File: src/rtl/usart_clkgen_pkg.sv
// Shared types for the USART baud and clock generator.
// Assumes: nothing beyond IEEE 1800-2017 packages.
package usart_clkgen_pkg;

    // Operating mode derived jointly from the three mode controls.
    typedef enum logic [1:0] {
        OPM_ASYNC_X16   = 2'd0,
        OPM_ASYNC_X8    = 2'd1,
        OPM_SYNC_MASTER = 2'd2,
        OPM_SYNC_SLAVE  = 2'd3
    } opm_e;

    // Map mode, double-speed and pin direction onto one operating mode.
    function automatic opm_e decode_opm(input logic sync_mode,
                                        input logic dbl_speed,
                                        input logic pin_out);
        opm_e m;
        if (sync_mode) begin
            m = pin_out ? OPM_SYNC_MASTER : OPM_SYNC_SLAVE;
        end else begin
            m = dbl_speed ? OPM_ASYNC_X8 : OPM_ASYNC_X16;
        end
        return m;
    endfunction

endpackage

File: src/rtl/usart_baud_counter.sv
// Programmable down-counter producing the base tick.
// Loads div_i at reset, on reaching zero, and on a reload strobe.
// A tick is issued in each cycle in which the count is zero,
// unless a reload happens in that same cycle.
// Assumes: div_i is stable whenever reload_i is low.
module usart_baud_counter #(
    parameter int unsigned DIV_W = 12
) (
    input  logic             clk,
    input  logic             rst_n,
    input  logic [DIV_W-1:0] div_i,
    input  logic             reload_i,
    output logic             tick_o
);

    logic [DIV_W-1:0] cnt_q;
    logic             at_zero;

    assign at_zero = (cnt_q == '0);
    assign tick_o  = at_zero && !reload_i;

    // Count down; reload on zero, on a divisor write, or in reset.
    always_ff @(posedge clk) begin
        if (!rst_n) begin
            cnt_q <= div_i;
        end else if (reload_i || at_zero) begin
            cnt_q <= div_i;
        end else begin
            cnt_q <= cnt_q - 1'b1;
        end
    end

endmodule

File: src/rtl/usart_post_div.sv
// Mode-dependent post-divider for the internally generated clock.
// Asynchronous modes: a phase counter counts base ticks, and the
// transmit event fires on the full (x16) or half (x8) wrap.
// Synchronous master: a clock flop toggles on each tick; launch and
// sample events are chosen by polarity.
// Slave mode yields no events here.
// Assumes: tick_i is a single-cycle pulse in the clk domain.
module usart_post_div
    import usart_clkgen_pkg::*;
#(
    parameter int unsigned PH_W = 4
) (
    input  logic clk,
    input  logic rst_n,
    input  logic tick_i,
    input  opm_e opm_i,
    input  logic pol_i,
    output logic tx_evt_o,
    output logic rx_evt_o,
    output logic xck_o
);

    localparam int unsigned HALF_W = PH_W - 1;

    logic [PH_W-1:0] ph_q;
    logic            xck_q;
    logic            full_wrap;
    logic            half_wrap;
    logic            rise_evt;
    logic            fall_evt;
    logic            launch_evt;
    logic            sample_evt;
    logic            is_async;

    assign is_async  = (opm_i == OPM_ASYNC_X16) || (opm_i == OPM_ASYNC_X8);
    assign full_wrap = &ph_q;
    assign half_wrap = &ph_q[HALF_W-1:0];

    // Advance the phase counter on base ticks in asynchronous modes.
    always_ff @(posedge clk) begin
        if (!rst_n) begin
            ph_q <= '0;
        end else if (is_async && tick_i) begin
            ph_q <= ph_q + 1'b1;
        end
    end

    // Toggle the generated serial clock in master mode, idle low otherwise.
    always_ff @(posedge clk) begin
        if (!rst_n) begin
            xck_q <= 1'b0;
        end else if (opm_i != OPM_SYNC_MASTER) begin
            xck_q <= 1'b0;
        end else if (tick_i) begin
            xck_q <= !xck_q;
        end
    end

    assign rise_evt   = tick_i && !xck_q;
    assign fall_evt   = tick_i &&  xck_q;
    assign launch_evt = pol_i ? fall_evt : rise_evt;
    assign sample_evt = pol_i ? rise_evt : fall_evt;

    // Select transmit and receive events for the active mode.
    always_comb begin
        tx_evt_o = 1'b0;
        rx_evt_o = 1'b0;
        case (opm_i)
            OPM_ASYNC_X16: begin
                tx_evt_o = tick_i && full_wrap;
                rx_evt_o = tick_i;
            end
            OPM_ASYNC_X8: begin
                tx_evt_o = tick_i && half_wrap;
                rx_evt_o = tick_i;
            end
            OPM_SYNC_MASTER: begin
                tx_evt_o = launch_evt;
                rx_evt_o = sample_evt;
            end
            default: begin
                tx_evt_o = 1'b0;
                rx_evt_o = 1'b0;
            end
        endcase
    end

    assign xck_o = xck_q;

endmodule

File: src/rtl/usart_xck_sync.sv
// Synchronizer and edge detector for the external serial clock input.
// STAGES flops resynchronize the pin, and one more flop holds the
// previous synchronized level for edge detection.
// Assumes: the pin holds each level for at least two clk cycles.
module usart_xck_sync #(
    parameter int unsigned STAGES = 2
) (
    input  logic clk,
    input  logic rst_n,
    input  logic pin_i,
    input  logic pol_i,
    output logic launch_o,
    output logic sample_o
);

    logic [STAGES:0] sh_q;
    logic            lvl;
    logic            lvl_prev;
    logic            rise;
    logic            fall;

    // Shift the pin level through the synchronizer and history flops.
    for (genvar g = 0; g <= STAGES; g++) begin : g_stage
        if (g == 0) begin : g_first
            always_ff @(posedge clk) begin
                if (!rst_n) sh_q[g] <= 1'b0;
                else        sh_q[g] <= pin_i;
            end
        end else begin : g_next
            always_ff @(posedge clk) begin
                if (!rst_n) sh_q[g] <= 1'b0;
                else        sh_q[g] <= sh_q[g-1];
            end
        end
    end

    assign lvl      = sh_q[STAGES-1];
    assign lvl_prev = sh_q[STAGES];
    assign rise     = lvl && !lvl_prev;
    assign fall     = !lvl && lvl_prev;
    assign launch_o = pol_i ? fall : rise;
    assign sample_o = pol_i ? rise : fall;

endmodule

File: src/rtl/usart_clkgen.sv
// USART baud and clock generator top level.
// Decodes the operating mode, runs the baud counter and post-divider,
// handles the external clock in slave mode, and registers the
// transmit and receive enables.
// Assumes: mode controls change only while the USART is idle.
module usart_clkgen
    import usart_clkgen_pkg::*;
#(
    parameter int unsigned DIV_W       = 12,
    parameter int unsigned PH_W        = 4,
    parameter int unsigned SYNC_STAGES = 2
) (
    input  logic             clk,
    input  logic             rst_n,
    input  logic [DIV_W-1:0] div_i,
    input  logic             div_lo_wr_i,
    input  logic             sync_mode_i,
    input  logic             dbl_speed_i,
    input  logic             clk_pin_out_i,
    input  logic             polarity_i,
    input  logic             ext_clk_i,
    output logic             tx_en_o,
    output logic             rx_en_o,
    output logic             ext_clk_o
);

    opm_e opm;
    logic base_tick;
    logic pd_tx;
    logic pd_rx;
    logic ex_launch;
    logic ex_sample;
    logic tx_nxt;
    logic rx_nxt;

    assign opm = decode_opm(sync_mode_i, dbl_speed_i, clk_pin_out_i);

    usart_baud_counter #(.DIV_W(DIV_W)) u_cnt (
        .clk      (clk),
        .rst_n    (rst_n),
        .div_i    (div_i),
        .reload_i (div_lo_wr_i),
        .tick_o   (base_tick)
    );

    usart_post_div #(.PH_W(PH_W)) u_pdiv (
        .clk      (clk),
        .rst_n    (rst_n),
        .tick_i   (base_tick),
        .opm_i    (opm),
        .pol_i    (polarity_i),
        .tx_evt_o (pd_tx),
        .rx_evt_o (pd_rx),
        .xck_o    (ext_clk_o)
    );

    usart_xck_sync #(.STAGES(SYNC_STAGES)) u_xsync (
        .clk      (clk),
        .rst_n    (rst_n),
        .pin_i    (ext_clk_i),
        .pol_i    (polarity_i),
        .launch_o (ex_launch),
        .sample_o (ex_sample)
    );

    // Pick the enable source: the external edges in slave mode, else the internal ones.
    always_comb begin
        if (opm == OPM_SYNC_SLAVE) begin
            tx_nxt = ex_launch;
            rx_nxt = ex_sample;
        end else begin
            tx_nxt = pd_tx;
            rx_nxt = pd_rx;
        end
    end

    // Register the enables so they are glitch-free single-cycle pulses.
    always_ff @(posedge clk) begin
        if (!rst_n) begin
            tx_en_o <= 1'b0;
            rx_en_o <= 1'b0;
        end else begin
            tx_en_o <= tx_nxt;
            rx_en_o <= rx_nxt;
        end
    end

endmodule

File: config.mk
export PLATFORM = sky130hd
export DESIGN_NAME = usart_clkgen
export DESIGN_NICKNAME = d
export VERILOG_FILES = /design/src/rtl/usart_clkgen_pkg.sv /design/src/rtl/usart_baud_counter.sv /design/src/rtl/usart_post_div.sv /design/src/rtl/usart_xck_sync.sv /design/src/rtl/usart_clkgen.sv
export SDC_FILE = /design/constraint.sdc
export NUM_CORES = 1
export LEC_CHECK = 0
export ABC_AREA = 1
export CAP_MARGIN = 20
export CORE_MARGIN = 2
export CORE_UTILIZATION = 53
export DETAILED_ROUTE_END_ITERATION = 12
export GPL_TIMING_DRIVEN = 0
export HOLD_SLACK_MARGIN = 0.08
export PLACE_DENSITY = 0.82
export SLEW_MARGIN = 20
export SYNTH_ARGS = -nofsm -noshare
export SYNTH_HDL_FRONTEND = slang
export SYNTH_SLANG_ARGS = --single-unit
File: constraint.sdc
create_clock -name clk -period 4.3 [get_ports clk]
set_clock_uncertainty 0.1 [all_clocks]
set_input_delay 0.86 -clock clk [delete_from_list [all_inputs] [get_ports clk]]
set_output_delay 0.86 -clock clk [all_outputs]
set_load 0.01 [all_outputs]
======== Word-level counts from Yosys, hierarchy flattened ========
Index checks and enable logic that the tools add are counted.
word-level totals
  bits in registers ....................... 22
  input port bits ......................... 20
  output and inout port bits .............. 3
  logic and storage cells ................. 48
operators by class
  $add $sub $neg .......................... 2
  equality and inequality tests ........... 4
  muxes and demuxes ....................... 13
  bitwise operators ....................... 1
  reductions and logical operators ........ 20
operators with widths
  operator                                              number
  two-way mux 12 bit                                    2
  logical NOT 12 bit                                    1
  subtractor 12 x 1 -> 12 bit (second input constant)   1
  logical AND 1 bit                                     8
  two-way mux 1 bit                                     8
  adder 4 x 1 -> 4 bit (second input constant)          1
  equality test 2 bit (second input constant)           2
  logical NOT 1 bit                                     4
  AND reduction 4 bit                                   1
  OR reduction 2 bit                                    2
  one-hot mux 1 bit (3 select lines)                    1
  AND reduction 3 bit                                   1
  equality test 2 x 1 -> 1 bit (second input constant)  1
  logical NOT 2 bit                                     1
  logical OR 1 bit                                      2
  two-way mux 2 bit                                     1
  != test 2 bit (second input constant)                 1
  one-hot mux 1 bit (2 select lines)                    1
  NOT 1 bit                                             1

======== Longest topological paths before layout ========
Gate-level depths: netlist of run 1.
  word-level depth ........................ 6
  gate-level depth with buffers ........... 10
  depth with buffers taken out ............ 10

======== By module ========
Synthesis of run 1 repeated with hierarchy kept, for this count alone.
unflattened totals
  cells, all modules ...................... 193
  area total of the unflattened synthesis .. 1,271.2 um^2
by module, submodules not included
  module              times used  cells an instance  area an instance (um^2)  seq. area each (um^2)
  usart_baud_counter  1           111                745.7                    240.2
  usart_post_div      1           47                 301.5                    100.1
  usart_xck_sync      1           18                 121.4                    60.1
  usart_clkgen        1           17                 102.6                    40.0

======== Least setup slack after synthesis of run 1 ========
OpenSTA, ideal clock, no wires.
  kind .................................... input port to flip-flop
  start ................................... input div_lo_wr_i
  end ..................................... register u_pdiv.ph_q[3]
  setup time .............................. 0.113 ns
  arrival ................................. 1.421 ns
  data required time ...................... 4.087 ns
  setup slack ............................. 2.667 ns
  stages on the path ...................... 6
  path buffers ............................ 0
  path through ............................ inv_1 nand4_2 nor2_1 nand2_1 nand2_1 nor2_1
between the ends
  longest elaborated chain between the ends .. 3
ends and longest elaborated chain
  item                  line                      RTL
  from (decl)           usart_clkgen.sv:16        input logic div_lo_wr_i,
  logical NOT 1 bit     usart_baud_counter.sv:20  assign tick_o = at_zero && !reload_i;
  logical AND 1 bit     usart_baud_counter.sv:20
  logical AND 1 bit     usart_post_div.sv:43      end else if (is_async && tick_i) begin
  to (signal assigned)  usart_post_div.sv:44      ph_q <= ph_q + 1'b1;
  to (decl)             usart_post_div.sv:25      logic [PH_W-1:0] ph_q;
Every way passes these cells.
A chain may end at the register's enable or synchronous reset.

======== Worst setup path after layout of run 1 ========
  start ................................... register u_pdiv.xck_q, in the netlist u_pdiv.xck_o
  end ..................................... output ext_clk_o
RTL lines
  item                    line                  RTL
  from (decl)             usart_post_div.sv:26  logic xck_q;
  from (signal assigned)  usart_post_div.sv:55  xck_q <= !xck_q;
  to (decl)               usart_clkgen.sv:24    output logic ext_clk_o
No word-level cell between the ends.

==> impl_metrics.env, run 1 <==
export IMPL_status="completed"
export IMPL_final_util_pct=71.2
export IMPL_io_pins=23
export IMPL_switching_share_pct=26.0
export IMPL_cts_sinks=22
export IMPL_power_per_cell_area_nw_per_um2=271
export IMPL_cpPeakStageDelay_ns=0.55
export IMPL_power_leakage_nw=0.683
export IMPL_synth_common_cells="nand2_1 (31), inv_1 (23), dfxtp_1 (22)"
export IMPL_syn_inst=156
export IMPL_via_per_inst=4.85
export IMPL_clk_pin_slew_ns=0.11
export IMPL_postRouteAntennaNets=0
export IMPL_die_w_um=50.3
export IMPL_yosysUniqueCellTypes=23
export IMPL_internal_power_mw=0.283
export IMPL_place_ws_ns=2.07
export IMPL_crit_type="flop to primary output"
export IMPL_dp_cells=205
export IMPL_worst_ep_required_time_ns=3.34
export IMPL_seq_area_frac_synth_pct=38.8
export IMPL_synth_ff_type="dfxtp_1"
export IMPL_drc=0
export IMPL_ys_seq_elements=22
export IMPL_clock_latency_ns=0.30
export IMPL_synth_area_per_cell_sq_um=7.27
export IMPL_gp_congestion=0.798
export IMPL_yosys_area_top_type_share_pct=38.8
export IMPL_cts_buffers=3
export IMPL_clockBufferDepth=2
export IMPL_grt_max_degree=12
export IMPL_drive_gt1_share_pct=8.84
export IMPL_cts_root_buf="clkbuf_4"
export IMPL_final_cell_count_no_fill=208
export IMPL_p_sw_mw=0.0991
export IMPL_cp_max_fo=4
export IMPL_first_global_vias=881
export IMPL_core_sq_um=1980
export IMPL_clock_fmax_ghz=0.454
export IMPL_die_area_sq_um=2530
export IMPL_worstMarginPinSlew_ns=0.253
export IMPL_portBuffers=22
export IMPL_wirelength_mm=2.12
export IMPL_crit_arrival_ns=1.24
export IMPL_synth_most_common_cell="nand2_1"
export IMPL_start_kind="flop"
export IMPL_cts_max_level=1
export IMPL_post_cts_resized=0
export IMPL_synth_area_leader_cell="dfxtp_1"
export IMPL_synthTopCellsByArea="dfxtp_1 (39%), nand2_1 (10%), inv_1 (7.6%), xor2_1 (6.2%), nor2_1 (6.0%)"
export IMPL_p_comb_share_pct=17.4
export IMPL_p_seq_share_pct=58.9
export IMPL_finalCritPeriodShare_pct=51.2
export IMPL_start_util_pct=57.3
export IMPL_wl_per_cell_um=10.2
export IMPL_rsz0062_at_grt="false"
export IMPL_area_delta_synth_final_pct=24.4
export IMPL_dp_hpwl_mm=1.74
export IMPL_critPathCaptureType="primary output"
export IMPL_layout_setup_ws_ns=2.10
export IMPL_grt_overflow=0
export IMPL_grt_pass1_wl_mm=3.57
export IMPL_first_pass_iters=4
export IMPL_cts_tree="yes"
export IMPL_maxCapViolCount=0
export IMPL_num_antenna_cells=0
export IMPL_finalSetupTns_ns=0
export IMPL_synth_nets=179
export IMPL_grt_met3_usage_pct=4.46
export IMPL_grt_use_met2_pct=29.6
export IMPL_nets=206
export IMPL_ir_drop_v=0.000226
export IMPL_die_h_um=50.3
export IMPL_synth_edf_count=0
export IMPL_antenna_found_initial=0
export IMPL_slowest_stage="clkdlybuf4s50_1"
export IMPL_path_delay_family="buffers and inverters"
export IMPL_drt_iter0_markers=16
export IMPL_setup_violations=0
export IMPL_placed_area_sq_um=1390
export IMPL_crit_buf_inv=1
export IMPL_rows=16
export IMPL_busiest_layer="met2"
export IMPL_yosysWarnings=0
export IMPL_hold_viol=0
export IMPL_vias=1008
export IMPL_slew_headroom_pct=83.1
export IMPL_cts_setup_buffers=0
export IMPL_min_period_ns=2.20
export IMPL_timing_final_max_slew_violations=0
export IMPL_ctsHoldBuffers=0
export IMPL_hold_class="flop to flop"
export IMPL_grtUsageMet1_pct=23.5
export IMPL_clock_power_share_pct=23.6
export IMPL_final_cell_area_sq_um=1410
export IMPL_syn_area_sq_um=1130
export IMPL_path_cells="clkdlybuf4s50_1"
export IMPL_grt_usage_pct=18.7
export IMPL_async_flop_share_pct=0
[state kept, by name (all words and copies together), names as in the netlist]
| register | cells |
|---|---|
| rx_en_o | 1 |
| u_pdiv.ph_q | 4 |
| u_xsync.lvl_prev | 1 |
| u_cnt.cnt_q | 12 |
| u_xsync.sh_q | 1 |
| tx_en_o | 1 |
| u_pdiv.xck_o | 1 |
| u_xsync.lvl | 1 |
[layout make-up]
| type | count | area, sq um |
|---|---|---|
| Multi-Input combinational cell | 107 | 589 |
| Tap cell | 27 | 33.8 |
| Buffer | 1 | 7.51 |
| Fill cell | 161 | 571 |
| Clock buffer | 3 | 22.5 |
| Inverter | 26 | 97.6 |
| Sequential cell | 22 | 440 |
| Timing Repair Buffer | 22 | 220 |
[worst register-to-register path, stage by stage, from the launching register on]
cell and delay [ns]:
dfxtp_1 0.33, inv_1 0.07, ha_1 0.21, nand2_2 0.13, nor2_8 0.17, nand3_4 0.12
nor2_1 0.21, a21oi_1 0.10, a21oi_1 0.15
[layer usage]
metal,part of all wire (%),up-vias
met5,0,-
met4,2.5,0
met3,4.0,7
met2,48,19
met1,46,440
li1,-,542
[metrics by stage]
stage          total power, mW  hold slack (ns)
6_report                 0.382            0.332
5_1_grt                  0.405            0.357
4_1_cts                  0.388            0.338
3_5_place_dp             0.296            0.310
3_3_place_gp             0.293            0.302
2_1_floorplan            0.268            0.290
[power by group through the flow]
| stage | sequential, mW | combinational, mW | clock (mW) |
|---|---|---|---|
| 3_3_place_gp | 0.229 | 0.0643 | 0 |
| 6_report | 0.225 | 0.0666 | 0.0903 |
| 2_1_floorplan | 0.228 | 0.0404 | 0 |
| 5_1_grt | 0.227 | 0.0751 | 0.103 |
| 3_5_place_dp | 0.230 | 0.0667 | 0 |
| 4_1_cts | 0.225 | 0.0672 | 0.0952 |
[cell families (layout without fill, tap and decap cells)]
kind of cell / count (synthesis) / after routing / synth area share [%]
AO/OA/AOI/OAI: 22 / 22 / 9.81
XOR/XNOR: 9 / 9 / 6.95
adder cells (fa/ha/maj): 3 / 3 / 3.31
buffers and inverters: 27 / 52 / 9.26
flip-flops: 22 / 22 / 38.8
multiplexers: 2 / 2 / 1.76
AND/OR/NAND/NOR: 71 / 71 / 30.1
[placed cells by master (no fill, tap or decap)]
master and instances:
nand2_1 31, inv_1 23, clkdlybuf4s50_1 22, dfxtp_1 22, nor2_1 18, a21oi_1 11, nand3_1 9, xor2_1 8
o21ai_1 7, nor2_2 3, inv_2 3, o21ai_0 3, nor3_1 3, ha_1 3, clkbuf_4 3, nand2_2 2
mux2i_1 2, nor2_8 1, nand3_2 1, buf_4 1, a31oi_1 1, xnor2_1 1, nand4_1 1, nand3_4 1
nand4_2 1
[worst paths after layout]
path,startpoint,cells after the start,slack (ns),end
max,u_pdiv.xck_o,1,2.10,ext_clk_o
min,u_xsync.sh_q[0],2,0.33,u_xsync.lvl
max reg2reg,u_cnt.cnt_q[0],8,2.65,tx_en_o
min reg2reg,u_xsync.sh_q[0],2,0.33,u_xsync.lvl
Power figures use the tool's default switching activity.
==> run 2, diff against run 1 <==
Settings changed: CORE_UTILIZATION 53 to 45, PLACE_DENSITY 0.82 to 0.74.
Clock period 4.3 ns to 1.8 ns, I/O delays scaled along.
==> run 2 against run 1 <==
Routed wire length is 5.6% higher. Clock-buffer cell count is 1 higher. Sequential share of layout area decreased by 0.49 points. Total power increased to 2.6 times the previous value. Non-clock buffer count unchanged. Clock power grew to 3.0 times the previous value. Largest cell class unchanged. Global-route usage down 1.3 points.
==> impl_metrics.env, run 2 (synthesized netlist as in run 1, its figures left out) <==
export IMPL_whs_ns=0.327
export IMPL_drive_gt1_share_pct=10.4
export IMPL_layout_setup_ws_ns=0.0704
export IMPL_largestRegisters="u_cnt.cnt_q x12, u_pdiv.ph_q x4"
export IMPL_area_delta_synth_final_pct=26.4
export IMPL_r2r_end="u_cnt.cnt_q[8]"
export IMPL_power_leakage_nw=0.689
export IMPL_maxCapViolCount=0
export IMPL_hp_start="u_xsync.sh_q[0]"
export IMPL_cts_max_level=1
export IMPL_min_period_ns=1.73
export IMPL_r2r_cells=9
export IMPL_die_area_sq_um=2940
export IMPL_rows=18
export IMPL_wl_per_cell_um=10.6
export IMPL_clk_pin_slew_ns=0.13
export IMPL_path_cells="clkdlybuf4s50_1"
export IMPL_layout_commonest_cell="nand2_1"
export IMPL_num_antenna_cells=0
export IMPL_first_pass_iters=4
export IMPL_hold_viol=0
export IMPL_first_global_vias=934
export IMPL_finalPower_mw=0.975
export IMPL_slowest_stage="clkdlybuf4s50_1"
export IMPL_ir_drop_v=0.000444
export IMPL_crit_buf_inv=1
export IMPL_vias=1037
export IMPL_cp_num_cells=1
export IMPL_cts_buffers=3
export IMPL_status="completed"
export IMPL_setup_violations=0
export IMPL_cpPeakStageDelay_ns=0.55
export IMPL_antenna_found_initial=0
export IMPL_num_fill_cells=242
export IMPL_path_delay_family="buffers and inverters"
export IMPL_dp_cells=208
export IMPL_slew_headroom_pct=82.1
export IMPL_critPathCaptureType="primary output"
export IMPL_start_util_pct=46.7
export IMPL_finalSetupTns_ns=0
export IMPL_cp_max_fo=4
export IMPL_rsz0062_at_grt="false"
export IMPL_core_sq_um=2430
export IMPL_drc=0
export IMPL_start_kind="flop"
export IMPL_placed_area_sq_um=1390
export IMPL_hold_depth=2
export IMPL_io_pins=23
export IMPL_largest_reg_flops=12
export IMPL_finalCritPeriodShare_pct=96.1
export IMPL_postRouteAntennaNets=0
export IMPL_dp_hpwl_mm=1.75
export IMPL_final_util_pct=59.0
export IMPL_crit_arrival_ns=1.27
export IMPL_cts_tree="yes"
export IMPL_clock_latency_ns=0.31
export IMPL_clockBufferDepth=2
export IMPL_power_per_cell_area_nw_per_um2=680
export IMPL_worstMarginPinSlew_ns=0.267
export IMPL_die_h_um=54.2
export IMPL_cts_root_buf="clkbuf_4"
export IMPL_grt_usage_pct=17.4
export IMPL_timing_final_max_slew_violations=0
export IMPL_r2r_start="u_cnt.cnt_q[0]"
export IMPL_largest_register="u_cnt.cnt_q"
export IMPL_final_cell_count_no_fill=212
export IMPL_grt_max_degree=13
export IMPL_nets=206
export IMPL_die_w_um=54.2
export IMPL_mostFrequentLayoutCells="nand2_1 (31), inv_1 (23), clkdlybuf4s50_1 (22), dfxtp_1 (22), nor2_1 (16)"
export IMPL_grt_pass1_wl_mm=3.67
export IMPL_min_to="u_xsync.lvl"
export IMPL_via_per_inst=4.89
export IMPL_place_ws_ns=0.0527
export IMPL_worst_r2r_setup_slack_ns=0.18
export IMPL_final_cell_area_sq_um=1430
export IMPL_drt_iter0_markers=10
export IMPL_clock_fmax_ghz=0.578
export IMPL_gp_congestion=0.767
export IMPL_hold_class="flop to flop"
export IMPL_wirelength_mm=2.24
export IMPL_portBuffers=22
export IMPL_cts_sinks=22
export IMPL_cts_setup_buffers=0
export IMPL_worst_ep_required_time_ns=1.34
export IMPL_grt_overflow=0
export IMPL_crit_type="flop to primary output"
run 2: metal layers:
layer	up-vias	wire, um	GRT usage (%)
met3	2	84	5.74
met1	470	994	18.8
met2	23	1150	32.5
met5	-	0	0
met4	0	16	3.75
li1	542	-	-
run 2: cell type report:
cell class                      count  area (sq um)  area share, %
Timing Repair Buffer               22           220           15.4
Buffer                              1          7.51          0.524
Sequential cell                    22           440           30.7
Multi-Input combinational cell    107           594           41.4
Tap cell                           30          37.5           2.62
Inverter                           26          97.6           6.81
Clock buffer                        4          36.3           2.53
run 2: how the worst max path moves through the flow:
| stage | startpoint | end |
|---|---|---|
| 2_1_floorplan | u_cnt.cnt_q[0] | u_cnt.cnt_q[3] |
| 3_3_place_gp | rst_n | u_cnt.cnt_q[8] |
| 3_5_place_dp | rst_n | u_cnt.cnt_q[8] |
| 4_1_cts | u_pdiv.xck_o | ext_clk_o |
| 5_1_grt | u_cnt.cnt_q[0] | u_pdiv.ph_q[3] |
| 6_report | u_pdiv.xck_o | ext_clk_o |
run 2: power by group:
part	switching (mW)	leakage (nW)	internal (mW)	total, mW
clock network	0.152	0.0210	0.124	0.275
registers	0.0222	0.182	0.516	0.539
logic	0.0802	0.486	0.0806	0.161
run 2: repair_timing:
item | 4_1_cts | 5_1_grt
endpoints found under the setup margin | 0 | 2
endpoints found under the hold margin | 0 | 0
gates resized for setup | 0 | 2
hold buffers | 0 | 0
==> run 3, diff against run 2 <==
Settings changed: SKIP_LAST_GASP set to 1.
==> results of run 3 <==
No change in the layout: final DEF, timing and power equal those of run 2.
